### src/rtl/mattr_pkg.sv
package mattr_pkg;

    typedef enum logic [1:0] {
        MODE_OFF   = 2'd0,
        MODE_RSV1  = 2'd1,
        MODE_RSV2  = 2'd2,
        MODE_NAPOT = 2'd3
    } match_mode_e;

    // Configuration byte, bits 6:0 (bit 7 is reserved and not stored).
    typedef struct packed {
        logic        amo_dis;   // bit 6
        logic [3:0]  mtype;     // bits 5:2
        match_mode_e mode;      // bits 1:0
    } entry_cfg_t;

    localparam int CFG_W = $bits(entry_cfg_t);

    localparam logic [3:0] MT_DEFAULT = 4'd2;
    localparam logic [3:0] MT_HOLE    = 4'd15;

    typedef struct packed {
        logic       valid;
        logic       hit;
        logic [3:0] mtype;
        logic       amo_dis;
        logic       fault;
    } lookup_res_t;

    // Map reserved encodings onto the non-cacheable, non-bufferable type.
    function automatic logic [3:0] fold_type(input logic [3:0] t);
        logic [3:0] r;
        case (t)
            4'd6, 4'd7, 4'd12, 4'd13, 4'd14: r = MT_DEFAULT;
            default:                         r = t;
        endcase
        return r;
    endfunction

endpackage

### src/rtl/mattr_regfile.sv
module mattr_regfile
    import mattr_pkg::*;
#(
    parameter int N_ENTRY = 16,
    parameter int ADDR_W  = 32,
    localparam int IDX_W  = $clog2(N_ENTRY)
) (
    input  logic                            clk,
    input  logic                            rst_n,
    input  logic                            we,
    input  logic                            sel,
    input  logic [IDX_W-1:0]                idx,
    input  logic [ADDR_W-1:0]               wdata,
    output entry_cfg_t [N_ENTRY-1:0]        cfg_o,
    output logic [N_ENTRY-1:0][ADDR_W-1:0]  addr_o,
    output logic [ADDR_W-1:0]               rdata
);

    typedef struct packed {
        entry_cfg_t [N_ENTRY-1:0]       cfg;
        logic [N_ENTRY-1:0][ADDR_W-1:0] addr;
        logic [ADDR_W-1:0]              rdata;
    } rf_state_t;

    rf_state_t st_d, st_q;

    always_comb begin
        st_d = st_q;
        // read path sees the pre-write value
        if (sel) begin
            st_d.rdata = st_q.addr[idx];
        end else begin
            st_d.rdata = {{(ADDR_W-CFG_W){1'b0}}, st_q.cfg[idx]};
        end
        if (we) begin
            if (sel) begin
                st_d.addr[idx] = wdata;
            end else begin
                st_d.cfg[idx] = entry_cfg_t'(wdata[CFG_W-1:0]);
            end
        end
    end

    always_ff @(posedge clk) begin
        if (!rst_n) begin
            st_q <= '0;
        end else begin
            st_q <= st_d;
        end
    end

    assign cfg_o  = st_q.cfg;
    assign addr_o = st_q.addr;
    assign rdata  = st_q.rdata;

endmodule

### src/rtl/mattr_napot_match.sv
module mattr_napot_match #(
    parameter int WADDR_W = 30,
    parameter int FORCE_W = 9
) (
    input  logic               en,
    input  logic [WADDR_W-1:0] areg,
    input  logic [WADDR_W-1:0] waddr,
    output logic               hit
);

    logic [WADDR_W-1:0] r_eff;
    logic [WADDR_W-1:0] span;
    logic [WADDR_W-1:0] diff;

    always_comb begin
        // low bits below the granule always act as size bits
        r_eff = areg | {{(WADDR_W-FORCE_W){1'b0}}, {FORCE_W{1'b1}}};
        // ones from bit 0 up to and including the first zero
        span  = r_eff ^ (r_eff + 1'b1);
        diff  = (waddr ^ r_eff) & ~span;
        hit   = en && (diff == '0);
    end

endmodule

### src/rtl/mattr_prio_sel.sv
module mattr_prio_sel
    import mattr_pkg::*;
#(
    parameter int N_ENTRY = 16
) (
    input  logic                     valid,
    input  logic                     atomic,
    input  logic [N_ENTRY-1:0]       hits,
    input  entry_cfg_t [N_ENTRY-1:0] cfg,
    output lookup_res_t              res
);

    logic       found;
    entry_cfg_t pick;

    always_comb begin
        found = 1'b0;
        pick  = '0;
        for (int i = 0; i < N_ENTRY; i++) begin
            if (hits[i] && !found) begin
                found = 1'b1;
                pick  = cfg[i];
            end
        end

        res = '0;
        if (valid) begin
            res.valid = 1'b1;
            res.hit   = found;
            if (found) begin
                res.mtype   = fold_type(pick.mtype);
                res.amo_dis = pick.amo_dis;
            end else begin
                res.mtype   = MT_DEFAULT;
                res.amo_dis = 1'b0;
            end
            res.fault = (res.mtype == MT_HOLE) || (atomic && res.amo_dis);
        end
    end

endmodule

### src/rtl/mattr_lookup.sv
module mattr_lookup
    import mattr_pkg::*;
#(
    parameter int N_ENTRY   = 16,
    parameter int ADDR_W    = 32,
    parameter int GRAN_LOG2 = 12,
    localparam int IDX_W    = $clog2(N_ENTRY),
    localparam int WADDR_W  = ADDR_W - 2,
    localparam int FORCE_W  = GRAN_LOG2 - 3
) (
    input  logic              clk,
    input  logic              rst_n,
    input  logic              cfg_we,
    input  logic              cfg_sel,
    input  logic [IDX_W-1:0]  cfg_idx,
    input  logic [ADDR_W-1:0] cfg_wdata,
    output logic [ADDR_W-1:0] cfg_rdata,
    input  logic              req_valid,
    input  logic [ADDR_W-1:0] req_addr,
    input  logic              req_atomic,
    output logic              res_valid,
    output logic              res_hit,
    output logic [3:0]        res_type,
    output logic              res_amo_dis,
    output logic              res_fault
);

    entry_cfg_t [N_ENTRY-1:0]       ent_cfg;
    logic [N_ENTRY-1:0][ADDR_W-1:0] ent_addr;
    logic [N_ENTRY-1:0]             hits;
    lookup_res_t                    res_d, res_q;

    mattr_regfile #(
        .N_ENTRY (N_ENTRY),
        .ADDR_W  (ADDR_W)
    ) u_regs (
        .clk    (clk),
        .rst_n  (rst_n),
        .we     (cfg_we),
        .sel    (cfg_sel),
        .idx    (cfg_idx),
        .wdata  (cfg_wdata),
        .cfg_o  (ent_cfg),
        .addr_o (ent_addr),
        .rdata  (cfg_rdata)
    );

    for (genvar g = 0; g < N_ENTRY; g++) begin : g_match
        mattr_napot_match #(
            .WADDR_W (WADDR_W),
            .FORCE_W (FORCE_W)
        ) u_match (
            .en    (ent_cfg[g].mode == MODE_NAPOT),
            .areg  (ent_addr[g][WADDR_W-1:0]),
            .waddr (req_addr[ADDR_W-1:2]),
            .hit   (hits[g])
        );
    end

    mattr_prio_sel #(
        .N_ENTRY (N_ENTRY)
    ) u_sel (
        .valid  (req_valid),
        .atomic (req_atomic),
        .hits   (hits),
        .cfg    (ent_cfg),
        .res    (res_d)
    );

    always_ff @(posedge clk) begin
        if (!rst_n) begin
            res_q <= '0;
        end else begin
            res_q <= res_d;
        end
    end

    assign res_valid   = res_q.valid;
    assign res_hit     = res_q.hit;
    assign res_type    = res_q.mtype;
    assign res_amo_dis = res_q.amo_dis;
    assign res_fault   = res_q.fault;

endmodule

### config.mk
export PLATFORM = sky130hd
export DESIGN_NAME = mattr_lookup
export DESIGN_NICKNAME = d
export VERILOG_FILES = /design/src/rtl/mattr_pkg.sv /design/src/rtl/mattr_regfile.sv /design/src/rtl/mattr_napot_match.sv /design/src/rtl/mattr_prio_sel.sv /design/src/rtl/mattr_lookup.sv
export SDC_FILE = /design/constraint.sdc
export NUM_CORES = 2
export LEC_CHECK = 0
export CAP_MARGIN = 20
export CORE_AREA = 2 2 277 279
export CTS_BUF_LIST = sky130_fd_sc_hd__clkbuf_4 sky130_fd_sc_hd__clkbuf_8 sky130_fd_sc_hd__clkbuf_16
export DETAILED_ROUTE_END_ITERATION = 10
export DIE_AREA = 0 0 279 281
export PLACE_DENSITY = 0.69
export SLEW_MARGIN = 0
export SYNTH_ARGS = -nofsm -noshare
export SYNTH_HDL_FRONTEND = slang
export SYNTH_HIERARCHICAL = 1
export SYNTH_SLANG_ARGS = --single-unit
### constraint.sdc
create_clock -name clk -period 11.9 [get_ports clk]
set_clock_uncertainty 0.2 [all_clocks]
set_input_delay 2.38 -clock clk [delete_from_list [all_inputs] [get_ports clk]]
set_output_delay 2.38 -clock clk [all_outputs]
set_load 0.05 [all_outputs]
Word-level counts from Yosys, hierarchy flattened
Cells that the tools add are included.
{ "totals": {"regBits": 664, "in_bits": 74, "out_inout_bits": 40, "wordCells": 293} }
{ "classes": {"add_sub_neg": 16, "magnitude_cmp": 2, "eq_ne": 22, "n_mux": 47, "n_bitwise": 65, "n_reduce_logical": 70} }
{ "op_table": {"columns": ["op", "n"], "rows": [
  ["$xor A30 B30 Y30", 32],
  ["$bwmux W512", 1],
  ["$add A30 B1 Y30 const B", 16],
  ["$and A30 B30 Y30", 16],
  ["$logic_not A30 Y1", 16],
  ["$not A30 Y30", 16],
  ["$mux W7", 19],
  ["$bmux W32 S4", 1],
  ["$demux W32 S4", 1],
  ["$bwmux W112", 1],
  ["$mux W32", 2],
  ["$logic_and A1 B1 Y1", 33],
  ["$eq A2 B2 Y1 const B", 16],
  ["$bmux W7 S4", 1],
  ["$demux W7 S4", 1],
  ["$eq A4 B4 Y1 const B", 4],
  ["$mux W1", 16],
  ["$logic_not A1 Y1", 15],
  ["$mux W5", 2],
  ["$eq A4 B3 Y1 const B", 2],
  ["$mux W8", 1],
  ["$reduce_and A2 Y1", 4],
  ["$lt A4 B5 Y1 const B", 1],
  ["$reduce_or A5 Y1", 1],
  ["other kinds (4)", 4]
]} }

Logic depth before layout (Yosys ltp)
{ "logic_depth": {"word_depth": 60, "mapped_depth": 18, "mapped_depth_nobuf": 15} }

Hierarchy
The synthesis kept the hierarchy.
{ "modules_own_cells": {"columns": ["mod", "n_inst", "cells_each", "area_per_inst_um2", "seq_area_each_um2"], "rows": [
  ["mattr_regfile", 1, 3197, 29041.6, 13132.6],
  ["mattr_napot_match", 16, 78, 511.7, 0.0],
  ["mattr_prio_sel", 1, 216, 1383.8, 0.0],
  ["mattr_lookup", 1, 32, 310.3, 160.2]
]} }

Worst setup path before layout
No wires, ideal clock.
{ "synth_path": {"kind": "input-to-reg", "startpoint": "input req_addr[18]", "endpoint": "register res_q (netlist bit res_fault)", "setup_time_ns": 0.115, "t_arrival_ns": 5.243, "required_ns": 11.585, "setup_slack_ns": 6.342, "cell_stages": 15, "n_path_buf": 1, "path_cell_list": "xor2_1 o21a_1 or4_1 nor4_1 and3_1 buf_2 nand2b_1 nand3_1 a221oi_1 nor2_1 a221oi_1 a2bb2oi_2 inv_1 a32o_1 and2_1"} }
{ "synth_via": {"elab_cells_between_ends": 138, "cone_classes": "eq/ne (6); mux (35); bitwise (32); reduce/logical (65)"} }
{ "synth_rtl": {"columns": ["element", "line_no", "text"], "rows": [
  ["start: declaration", "mattr_lookup.sv:19", "input logic [ADDR_W-1:0] req_addr,"],
  ["$xor A30 B30 Y30 *", "mattr_napot_match.sv:20", "diff = (waddr ^ r_eff) & ~span;"],
  ["$and A30 B30 Y30 *", "mattr_napot_match.sv:20", null],
  ["$logic_not A30 Y1 *", "mattr_napot_match.sv:21", "hit = en && (diff == '0);"],
  ["$logic_and A1 B1 Y1 *", "mattr_napot_match.sv:21", null],
  ["via hits[3]", "mattr_lookup.sv:30", "logic [N_ENTRY-1:0] hits;"],
  ["$logic_and A1 B1 Y1 *", "mattr_prio_sel.sv:20", "if (hits[i] && !found) begin"],
  ["$mux W1", "mattr_prio_sel.sv:20", null],
  ["$logic_not A1 Y1", "mattr_prio_sel.sv:20", null],
  ["[... 34 more ...]", null, null],
  ["$mux W7", "mattr_prio_sel.sv:20", null],
  ["$eq A4 B3 Y1 / $eq A4 B4 Y1 (equally long branches)", "mattr_pkg.sv:33", "case (t)"],
  ["$reduce_or A5 Y1", "mattr_pkg.sv:33", null],
  ["$mux W4", "mattr_pkg.sv:33", null],
  ["$mux W5 *", "mattr_prio_sel.sv:30", "if (found) begin"],
  ["$mux W5 *", "mattr_prio_sel.sv:27", "if (valid) begin"],
  ["$eq A4 B4 Y1", "mattr_prio_sel.sv:37", "res.fault = (res.mtype == MT_HOLE) || (atomic && res.amo_dis);"],
  ["$logic_or A1 B1 Y1 *", "mattr_prio_sel.sv:37", null],
  ["end signal: assignment", "mattr_lookup.sv:74", "res_q <= res_d;"],
  ["end: declaration", "mattr_lookup.sv:31", "lookup_res_t res_d, res_q;"]
]} }
Mark *: on every way through the listed nets, which the timed path passes. The rest lies on a longest branch. The select of a mux whose other input is x is not followed.
A chain may end at the register's enable or synchronous reset.

Worst setup path after layout
{ "layout_path": {"startpoint": "input req_addr[25]", "endpoint": "register res_q (netlist bit res_fault)"} }
{ "layout_via": {"elab_cells_between_ends": 138, "cone_classes": "eq/ne (6); mux (35); bitwise (32); reduce/logical (65)"} }
{ "layout_rtl": {"columns": ["element", "line_no"], "rows": [
  ["$xor A30 B30 Y30 *", "mattr_napot_match.sv:20"],
  ["$and A30 B30 Y30 *", "mattr_napot_match.sv:20"],
  ["$logic_not A30 Y1 *", "mattr_napot_match.sv:21"],
  ["$logic_and A1 B1 Y1 *", "mattr_napot_match.sv:21"],
  ["via hits[10]", "mattr_lookup.sv:30"],
  ["$logic_and A1 B1 Y1 *", "mattr_prio_sel.sv:20"],
  ["$mux W1", "mattr_prio_sel.sv:20"],
  ["$logic_not A1 Y1", "mattr_prio_sel.sv:20"],
  ["[... 13 more ...]", null],
  ["$mux W7", "mattr_prio_sel.sv:20"],
  ["$eq A4 B3 Y1 / $eq A4 B4 Y1 (equally long branches)", "mattr_pkg.sv:33"],
  ["$reduce_or A5 Y1", "mattr_pkg.sv:33"],
  ["$mux W4", "mattr_pkg.sv:33"],
  ["$mux W5 *", "mattr_prio_sel.sv:30"],
  ["$mux W5 *", "mattr_prio_sel.sv:27"],
  ["$eq A4 B4 Y1", "mattr_prio_sel.sv:37"],
  ["$logic_or A1 B1 Y1 *", "mattr_prio_sel.sv:37"]
]} }
Marked as above.

==> results.cfg <==
[pwr]
power_switching_uw = 1300
netSwitchingFraction_pct = 24.9
clkPwrFrac_pct = 48.2
lkg_pwr_uw = 0.0142
max-vdd-ir-drop_mv = 0.106
internal_power_uw = 3930
share_comb_of_total_power_pct = 8.6
pwr-share-seq_pct = 43.2
power.density_cell_area_nw_per_um2 = 122
report.power.total_uw = 5230

[cts]
cts.sinks = 664
cts-buffers-inserted = 76
hold_buffers = 0
clockRootBuffer = sky130_fd_sc_hd__clkbuf_16
clk_pin_slew_ns = 0.06
tritoncts_clock_tree = yes
cts_buffer_depth = 3
post-cts-setup-buffer-count = 0
htree_num_levels = 3
clkLatencyLatePin_ns = 0.63
post_cts_resize_count = 0

[critical_path]
path_buf_inv = 3
critical_path.startpoint = req_addr[25]
cp.required_ns = 12.22
path_delay_family = simple AND/OR/NAND/NOR gates
worst-setup-path-type = primary input to flop
largest_stage_delay_worst_path_ns = 0.80
worstPathCellList = clkdlybuf4s50_1, buf_4, xor2_1, nor3_1, o2111ai_1, nor4_1, and3_1, nor2_1, a211o_1, a221oi_1, o31ai_1, a21oi_1, a2bb2oi_2, inv_1, a32o_1, and2_1
worst_setup_path_end_kind = flop
arrival_ns = 7.15
timing.rr.start = u_regs/addr_o[10]$_SDFFE_PN0P_
crit_path_top_delay_cell = sky130_fd_sc_hd__and3_1
setup.worst_path.start_class = primary input
crit_fanout = 16

[yosys]
syn_avg_cell_area_um2 = 8.29
post_synth_instance_area_um2 = 38900
instance_count_of_the_mapped_netlist = 4693
yosys.area.top_type_share_pct = 34.2
flops_latches_synth = 664
synth-async-reset-ratio_pct = 0
area_contributors_post_synth = sky130_fd_sc_hd__dfxtp_1 34%, sky130_fd_sc_hd__nand2_1 12%, sky130_fd_sc_hd__mux4_2 10%
post_synthesis_net_count = 4783
yosysWarnings = 6
synth_largest_area_cell = sky130_fd_sc_hd__dfxtp_1
synth-edff-count = 0
yosys_most_used_dff = sky130_fd_sc_hd__dfxtp_1
seq_area_frac_synth_pct = 34.2
synth.lib_cells_used.distinct = 81

[sta]
timing_hold_violations_final = 0
slew_violations = 0
totalNegativeSetupSlack_ns = 0
setup_viol = 0
holdWs_ns = 0.248
grt_setup_unrepaired = false
timing.fmax_mhz = 146
min_period_ns = 6.83
timing.final.crit_share_pct = 57.4
slew_headroom_pct = 18.5
timing_worst_slew_pin_value_ns = 1.22

[cells_and_area]
drive_above_1_share_pct = 10.7
final_core_util_pct = 57.0
area.growth.synth_to_final_pct = 10.4
layout_commonest_cell = sky130_fd_sc_hd__nand2_1
num_antenna_cells = 0
most-common-layout-cells = 1280 x sky130_fd_sc_hd__nand2_1, 664 x sky130_fd_sc_hd__dfxtp_1, 350 x sky130_fd_sc_hd__a21boi_1
finalNetCount = 4684

[floorplanning]
floorplan.die.height_um = 281
top_level_ports = 114
placementRows = 101
core-area_um2 = 75400
start_util_pct = 51.6
die_area_um2 = 78400
die_width_um = 279

[route]
routed_wirelength_um = 140000
number_of_drc_violations_after_detailed_routing_iteration_0 = 3812
drt-pass1-iter-count = 6
via_per_inst = 6.39
postRouteAntennaNets = 0
total_via_count_after_detailed_routing = 36000
detail_route.drc_violations = 0
avgRoutedWirePerCell_um = 24.9

[grt]
global_route.overflow_total = 0
antenna_violations_before_repair = 6
global_router_s_overall_resource_usage_pct = 34.9
grt_max_degree = 240
grt_pass1_wl_um = 209000
grt_pass1_vias = 33700

[run]
max-cap-violations = 0

[placement]
rd_place_congestion = 0.961
io_buffers = 101
dp.final_hpwl_um = 95400

[min_path]
hold_path.startpoint = u_regs/addr_o[423]$_SDFFE_PN0P_
min_path_type = flop to flop

[status]
run_status = complete, no violations
==> cell usage after synthesis (all sizes together), types with 33 or more instances <==
| cell type | instances |
|---|---|
| a21boi | 624 |
| a21oi | 145 |
| a22oi | 34 |
| a31oi | 34 |
| and3 | 61 |
| buf | 88 |
| clkbuf | 260 |
| dfxtp | 664 |
| inv | 98 |
| mux4 | 174 |
| nand2 | 1283 |
| nand2b | 41 |
| nand3 | 121 |
| nand4 | 82 |
| nor2 | 114 |
| nor3 | 41 |
| nor4 | 86 |
| o211ai | 33 |
| o21ai | 100 |
| xnor2 | 113 |
| xor2 | 160 |
==> layer usage <==
metal / up-vias / track usage [%] / part of all wire, %
li1: 16300 / - / -
met1: 17500 / 46.7 / 40
met2: 1838 / 55.3 / 45
met3: 317 / 6.28 / 10
met4: 6 / 15.0 / 4.2
met5: - / 0 / 0.023
==> path summary, 6_finish.rpt <==
path | to | slack (ns) | depth (start not counted)
worst min-delay path | u_regs/addr_o[423]$_SDFFE_PN0P_ | 0.25 | 2
worst min register to register | u_regs/addr_o[423]$_SDFFE_PN0P_ | 0.25 | 2
worst max-delay path | res_fault$_SDFF_PN0_ | 5.07 | 16
worst max register to register | res_fault$_SDFF_PN0_ | 6.62 | 15
==> state kept, by name (all words and copies together) (netlist names) <==
register       flops
res_amo_dis        1
res_valid          1
res_hit            1
u_regs/cfg_o     112
u_regs/addr_o    512
res_fault          1
u_regs/rdata      32
res_type           4
==> layout make-up <==
type / count / area, um^2
clock buffers: 112 / 2350
clock inverters: 23 / 330
fillers: 6851 / 32500
inverters: 99 / 372
multi-input cells: 3582 / 23900
flip-flops and latches: 664 / 13300
well taps: 978 / 1220
repair buffers: 171 / 1550
==> cell families (layout without fill, tap and decap cells) <==
family | after synthesis | in the layout | share of synthesized area (%)
buf+inv | 447 | 405 | 4.73
xor+xnor | 273 | 273 | 6.14
flops | 664 | 664 | 34.2
mux | 214 | 214 | 11.1
compound gates | 1114 | 1114 | 20.1
fa+ha+maj | 16 | 16 | 0.514
simple gates | 1965 | 1965 | 23.2
==> worst reg2reg max path, stage by stage, from the launching register on <==
cell and delay (ns):
sky130_fd_sc_hd__dfxtp_1 0.42, sky130_fd_sc_hd__ha_1 0.22, sky130_fd_sc_hd__nand3_1 0.30, sky130_fd_sc_hd__nor4_1 0.59, sky130_fd_sc_hd__a21oi_1 0.14, sky130_fd_sc_hd__nor4_1 0.69, sky130_fd_sc_hd__and3_1 0.72, sky130_fd_sc_hd__nor3_2 0.23
sky130_fd_sc_hd__and3_1 0.32, sky130_fd_sc_hd__a22oi_1 0.26, sky130_fd_sc_hd__o31ai_1 0.11, sky130_fd_sc_hd__a21oi_1 0.21, sky130_fd_sc_hd__a21oi_1 0.09, sky130_fd_sc_hd__a211o_1 0.31, sky130_fd_sc_hd__a32o_1 0.21, sky130_fd_sc_hd__and2_1 0.15
==> power by group through the flow <==
stage	clock network (uW)	registers [uW]	logic, uW
floorplan	0	2310	278
detailed placement	0	2310	439
global route	2630	2260	474
CTS	2550	2260	440
finish	2520	2260	451
global placement	0	2310	437
==> through the flow <==
stage | cells | cell area, um^2 | setup slack [ns]
after floorplan | 4693 | 38900 | 6.34
after global placement | 5494 | 40300 | 4.60
after detailed placement | 5494 | 40300 | 4.60
after CTS | 5629 | 43000 | 5.24
after global routing | 5629 | 43000 | 4.98
final | 5629 | 43000 | 5.07
Note: power is estimated with default switching activity, not from simulation.
